$ cat src/rtl/ftg_pkg.sv
package ftg_pkg;

  // Parabolic sine approximation for table entry k of a 2^lut_aw table.
  function automatic int wave_pt(input int k, input int lut_aw, input int amp);
    int half;
    int u;
    longint v;
    half = (1 << lut_aw) / 2;
    u = (k < half) ? k : k - half;
    v = (longint'(4) * amp * u * (half - u)) / (longint'(half) * half);
    return (k < half) ? int'(v) : -int'(v);
  endfunction

  function automatic longint phase_inc(input longint f_hz, input int acc_w, input longint fs_hz);
    return (f_hz * (longint'(1) << acc_w) + fs_hz / 2) / fs_hz;
  endfunction

endpackage

$ cat src/rtl/ftg_inc_select.sv
module ftg_inc_select #(
  parameter int ACC_W  = 16,
  parameter int FS_HZ  = 8000,
  parameter int FLD_N  = 4,
  parameter int SEL_W  = 2
) (
  input  logic                   fsk_mode,
  input  logic                   std_sel,
  input  logic                   tx_bit,
  input  logic [SEL_W-1:0]       tone_sel,
  input  logic [FLD_N*ACC_W-1:0] tone_inc_a,
  input  logic [FLD_N*ACC_W-1:0] tone_inc_b,
  input  logic [FLD_N-1:0]       tone_dual,
  output logic [ACC_W-1:0]       inc_a,
  output logic [ACC_W-1:0]       inc_b,
  output logic                   dual
);
  localparam logic [ACC_W-1:0] INC_A_MARK  = ACC_W'(ftg_pkg::phase_inc(1300, ACC_W, FS_HZ));
  localparam logic [ACC_W-1:0] INC_A_SPACE = ACC_W'(ftg_pkg::phase_inc(2100, ACC_W, FS_HZ));
  localparam logic [ACC_W-1:0] INC_B_MARK  = ACC_W'(ftg_pkg::phase_inc(1200, ACC_W, FS_HZ));
  localparam logic [ACC_W-1:0] INC_B_SPACE = ACC_W'(ftg_pkg::phase_inc(2200, ACC_W, FS_HZ));

  logic [ACC_W-1:0] fsk_inc;
  logic [ACC_W-1:0] fld_a [FLD_N];
  logic [ACC_W-1:0] fld_b [FLD_N];

  for (genvar g = 0; g < FLD_N; g++) begin : g_fld
    assign fld_a[g] = tone_inc_a[g*ACC_W +: ACC_W];
    assign fld_b[g] = tone_inc_b[g*ACC_W +: ACC_W];
  end

  always_comb begin
    case ({std_sel, tx_bit})
      2'b00:   fsk_inc = INC_A_SPACE;
      2'b01:   fsk_inc = INC_A_MARK;
      2'b10:   fsk_inc = INC_B_SPACE;
      default: fsk_inc = INC_B_MARK;
    endcase
  end

  always_comb begin
    if (fsk_mode) begin
      inc_a = fsk_inc;
      inc_b = '0;
      dual  = 1'b0;
    end else begin
      inc_a = fld_a[tone_sel];
      inc_b = fld_b[tone_sel];
      dual  = tone_dual[tone_sel];
    end
  end

endmodule

$ cat src/rtl/ftg_osc.sv
module ftg_osc #(
  parameter int ACC_W  = 16,
  parameter int LUT_AW = 6,
  parameter int SW     = 12
) (
  input  logic                 clk,
  input  logic                 rst,
  input  logic                 active,
  input  logic                 stb,
  input  logic [ACC_W-1:0]     inc,
  output logic signed [SW-1:0] wave_q
);
  localparam int N   = 1 << LUT_AW;
  localparam int AMP = (1 << (SW - 1)) - 1;

  logic [ACC_W-1:0]      acc;
  logic signed [SW-1:0]  rom [N];

  initial begin
    for (int k = 0; k < N; k++) rom[k] = SW'(ftg_pkg::wave_pt(k, LUT_AW, AMP));
  end

  always_ff @(posedge clk) begin
    if (rst)          acc <= '0;
    else if (!active) acc <= '0;
    else if (stb)     acc <= acc + inc;
  end

  // Registered table read, no reset, so a block RAM can hold the table.
  always_ff @(posedge clk) begin
    if (stb) wave_q <= rom[acc[ACC_W-1 -: LUT_AW]];
  end

  // an inactive oscillator sits at phase zero
  p_acc_clear_r11: assert property (@(posedge clk) disable iff (rst)
    !active |=> acc == '0);
  // phase only moves on a strobe
  p_acc_hold_r4: assert property (@(posedge clk) disable iff (rst)
    (active && !stb) |=> $stable(acc));
  // phase advances from its prior value, never re-seeded
  p_acc_step_r7: assert property (@(posedge clk) disable iff (rst)
    (active && stb) |=> acc == ACC_W'($past(acc) + $past(inc)));

endmodule

$ cat src/rtl/fsk_tone_gen.sv
module fsk_tone_gen #(
  parameter int ACC_W  = 16,
  parameter int LUT_AW = 6,
  parameter int SW     = 12,
  parameter int FS_HZ  = 8000
) (
  input  logic                 clk,
  input  logic                 rst,
  input  logic                 blk_en,
  input  logic                 fsk_mode,
  input  logic                 std_sel,
  input  logic                 tx_bit,
  input  logic                 tone_gate,
  input  logic [1:0]           tone_sel,
  input  logic [4*ACC_W-1:0]   tone_inc_a,
  input  logic [4*ACC_W-1:0]   tone_inc_b,
  input  logic [3:0]           tone_dual,
  input  logic                 smp_stb,
  output logic [SW-1:0]        smp_out,
  output logic                 smp_vld
);
  localparam int SEL_W = 2;
  localparam int FLD_N = 1 << SEL_W;
  localparam int NOSC  = 2;

  logic [ACC_W-1:0]      inc_a, inc_b;
  logic                  dual_now;
  logic                  act_now;
  logic [NOSC-1:0]       osc_act;
  logic [ACC_W-1:0]      osc_inc [NOSC];
  logic signed [SW-1:0]  osc_q   [NOSC];
  logic                  s1_vld, s1_act, s1_dual;

  ftg_inc_select #(.ACC_W(ACC_W), .FS_HZ(FS_HZ), .FLD_N(FLD_N), .SEL_W(SEL_W)) u_sel (
    .fsk_mode   (fsk_mode),
    .std_sel    (std_sel),
    .tx_bit     (tx_bit),
    .tone_sel   (tone_sel),
    .tone_inc_a (tone_inc_a),
    .tone_inc_b (tone_inc_b),
    .tone_dual  (tone_dual),
    .inc_a      (inc_a),
    .inc_b      (inc_b),
    .dual       (dual_now)
  );

  assign act_now    = blk_en && (fsk_mode || tone_gate);
  assign osc_act[0] = act_now;
  assign osc_act[1] = act_now && dual_now;
  assign osc_inc[0] = inc_a;
  assign osc_inc[1] = inc_b;

  for (genvar g = 0; g < NOSC; g++) begin : g_osc
    ftg_osc #(.ACC_W(ACC_W), .LUT_AW(LUT_AW), .SW(SW)) u_osc (
      .clk    (clk),
      .rst    (rst),
      .active (osc_act[g]),
      .stb    (smp_stb),
      .inc    (osc_inc[g]),
      .wave_q (osc_q[g])
    );
  end

  always_ff @(posedge clk) begin
    if (rst) begin
      s1_vld  <= 1'b0;
      s1_act  <= 1'b0;
      s1_dual <= 1'b0;
    end else begin
      s1_vld <= smp_stb;
      if (smp_stb) begin
        s1_act  <= act_now;
        s1_dual <= dual_now;
      end
    end
  end

  always_ff @(posedge clk) begin
    if (rst) begin
      smp_out <= '0;
      smp_vld <= 1'b0;
    end else begin
      smp_vld <= s1_vld;
      if (s1_vld) begin
        if (!s1_act)     smp_out <= '0;
        else if (s1_dual) smp_out <= (osc_q[0] >>> 1) + (osc_q[1] >>> 1);
        else              smp_out <= osc_q[0];
      end
    end
  end

  logic [1:0] since_rst;
  always_ff @(posedge clk) begin
    if (rst) since_rst <= '0;
    else if (since_rst != 2'd3) since_rst <= since_rst + 2'd1;
  end

  // valid trails the strobe by two edges
  p_vld_lag_r2: assert property (@(posedge clk) disable iff (rst)
    since_rst == 2'd3 |-> smp_vld == $past(smp_stb, 2));
  // a disabled generator emits zero
  p_zero_off_r11: assert property (@(posedge clk) disable iff (rst)
    (since_rst == 2'd3 && $past(smp_stb, 2) && !$past(blk_en, 2)) |-> smp_out == '0);
  // nothing valid right out of reset
  p_rst_quiet_r1: assert property (@(posedge clk)
    $past(rst) |-> (!smp_vld && smp_out == '0));

endmodule

$ cat config.mk
export PLATFORM = sky130hd
export DESIGN_NAME = fsk_tone_gen
export DESIGN_NICKNAME = d
export VERILOG_FILES = /design/src/rtl/ftg_pkg.sv /design/src/rtl/ftg_inc_select.sv /design/src/rtl/ftg_osc.sv /design/src/rtl/fsk_tone_gen.sv
export SDC_FILE = /design/constraint.sdc
export NUM_CORES = 1
export LEC_CHECK = 0
export BUFFER_PORTS_ARGS = -buffer_cell sky130_fd_sc_hd__buf_4
export CAP_MARGIN = 40
export CORE_ASPECT_RATIO = 0.7
export CORE_UTILIZATION = 45
export CTS_CLUSTER_DIAMETER = 60
export DETAILED_ROUTE_END_ITERATION = 10
export HOLD_SLACK_MARGIN = 0.03
export PLACE_DENSITY = 0.77
export SLEW_MARGIN = 20
export SYNTH_ARGS = -nofsm -noshare
export SYNTH_HDL_FRONTEND = slang
export SYNTH_HIERARCHICAL = 1
export SYNTH_SLANG_ARGS = --single-unit
$ cat constraint.sdc
create_clock -name clk -period 3.4 [get_ports clk]
set_clock_uncertainty 0.15 [all_clocks]
set_input_delay 0.51 -clock clk [delete_from_list [all_inputs] [get_ports clk]]
set_output_delay 0.51 -clock clk [all_outputs]
set_load 0.05 [all_outputs]
==> flow_metrics.py <==
metrics = {
    "status": {
        "outcome": "complete, no violations",
    },
    "floorplan": {
        "die_w_um": 147,
        "core_um2": 14100,
        "initial_utilization_pct": 46.8,
        "ioPinCount": 155,
        "dieArea_um2": 15100,
        "row_count": 36,
        "die_h_um": 103,
    },
    "global_routing": {
        "antenna_found_initial": 0,
        "grt_pass1_vias": 6185,
        "grt_max_degree": 42,
        "grt_pass1_wl_mm": 30.8,
        "gr-usage-all-layers_pct": 25.7,
        "overflow": 0,
    },
    "finish": {
        "nNetsFinal": 1133,
        "area_growth_pct": 26.7,
        "diodes": 0,
        "drive_gt1_share_pct": 28.2,
        "final_util_pct": 59.2,
        "fin_cells": 1126,
    },
    "timing": {
        "period_needed_ns": 3.21,
        "hold_violations": 0,
        "rsz0062_at_grt": "false",
        "max_freq_mhz": 312,
        "tightest_slew_ns": 0.694,
        "slew_headroom_pct": 53.7,
        "finalSetupViolations": 0,
        "final.period_utilization_pct": 94.3,
        "slew_viol_final": 0,
        "finalSetupTns_ns": 0,
    },
    "routing": {
        "ant_nets": 0,
        "via_per_inst": 5.82,
        "vias": 6553,
        "drtIter0Drc": 493,
        "drt-wirelength-per-cell_um": 16.6,
        "drc": 0,
        "routed_wl_mm": 18.7,
        "first_pass_iters": 5,
    },
    "setup_path": {
        "worstPathRequired_ns": 3.53,
        "cp_max_fo": 6,
        "worstPathArrival_ns": 3.34,
        "start_kind": "input pin",
        "end_kind": "flip-flop",
        "critPathKind": "input pin to flip-flop",
    },
    "logic_synthesis": {
        "netlist_area_um2": 6590,
        "synth_fp_nets": 969,
        "synthCells": 767,
        "avgSynthCellArea_um2": 8.60,
        "yosys_warnings": 6,
    },
    "clock_network": {
        "hold_buffers": 0,
        "clkTransAtPathRegs_ns": 0.06,
        "clk_path_buf_depth": 2,
        "clk_latency_ns": 0.34,
        "cts_buffers": 9,
        "cts_tree": "built",
        "clock_sinks": 67,
        "cts_htree_levels": 3,
        "cts_resized": 0,
        "cts-root-buf": "clkbuf_16",
        "cts_setup_buffers": 0,
    },
    "place": {
        "dp_hpwl_mm": 14.9,
        "dp_cells": 1110,
        "gp_congestion": 0.911,
        "port_buffers": 154,
    },
    "power": {
        "p_leak_nw": 3.60,
        "max-vdd-ir-drop_uv": 204,
        "powerDensity_nw_per_um2": 301,
    },
    "run": {
        "maxCapViolCount": 0,
    },
    "hold_path": {
        "hp-class": "flip-flop to flip-flop",
    },
}
worst max-delay path, cell delays in order:
cell and delay, ns:
buf_4 0.14, mux4_2 0.50, mux2_2 0.27, ha_1 0.23, fa_1 0.40, a21o_1 0.21
a311o_1 0.38, a21oi_1 0.23, o21ai_1 0.11, a211o_1 0.30, nand3_1 0.06
layout by cell type, fill, tap and decap left out, types with 4 or more instances in the layout:
cell,count
buf_4,201
a221oi_1,4
a21oi_1,59
nor3b_1,4
or3_1,6
nor2_1,52
a21o_1,15
nand2_1,61
mux2i_1,35
edfxtp_1,19
mux4_2,24
o211ai_1,12
o22ai_1,4
nand4_1,7
nand3_1,27
clkbuf_16,9
xor2_1,7
o31a_1,4
ha_1,57
mux2_2,7
nand2b_1,9
o21ai_0,47
and2_1,4
inv_1,26
dfxtp_1,48
o21a_1,5
a31oi_1,14
nor2b_1,45
xnor2_1,16
a211oi_1,21
a211o_1,4
nor3_1,14
clkinvlp_4,4
o2111ai_1,5
stage by stage:
stage	hold WS, ns	area, um^2	total power [mW]	setup slack [ns]
after CTS	0.329	8350	2.52	0.231
after floorplan	0.295	6600	1.36	0.00815
after global placement	0.312	8070	1.61	-0.0320
final	0.330	8350	2.51	0.192
after detailed placement	0.317	8070	1.63	-0.104
after global routing	0.350	8350	2.63	0.0674
routing by layer:
layer	track usage (%)	vias to the layer above	wire (um)
li1	-	3214	-
met1	36.9	3084	9410
met2	39.2	234	7840
met3	5.26	21	1240
met4	6.73	0	239
met5	0	-	0
state kept, by name, summed over array words and instances, names as in the netlist:
| name | cells |
|---|---|
| g_osc.u_osc/acc | 32 |
| g_osc.u_osc/wave_q | 19 |
| s1_act | 1 |
| s1_dual | 1 |
| s1_vld | 1 |
| smp_out | 12 |
| smp_vld | 1 |
area by class of cell:
class	count	area [um^2]
Clock inverter	5	38.8
Inverter	26	97.6
Timing Repair Buffer	201	1510
Clock buffer	11	243
Fill cell	1270	5750
Sequential cell	67	1530
Tap cell	190	238
Multi-Input combinational cell	626	4690
final timing paths:
check / start / end / slack (ns) / depth (start not counted)
hold reg to reg: g_osc[1].u_osc/acc[5]$_SDFFE_PP0P_ / g_osc[1].u_osc/acc[5]$_SDFFE_PP0P_ / 0.33 / 2
setup reg to reg: g_osc[1].u_osc/acc[10]$_SDFFE_PP0P_ / g_osc[1].u_osc/acc[15]$_SDFFE_PP0P_ / 0.96 / 7
hold / removal: g_osc[1].u_osc/acc[5]$_SDFFE_PP0P_ / g_osc[1].u_osc/acc[5]$_SDFFE_PP0P_ / 0.33 / 2
setup / recovery: tone_sel[0] / g_osc[0].u_osc/acc[14]$_SDFFE_PP0P_ / 0.19 / 11
report_power, final:
group | switching (mW) | internal (mW) | total (mW)
clock network | 0.374 | 0.515 | 0.889
logic | 0.359 | 0.375 | 0.734
registers | 0.0357 | 0.856 | 0.892
total | 0.768 | 1.75 | 2.51
(Power assumes the default switching activity.)
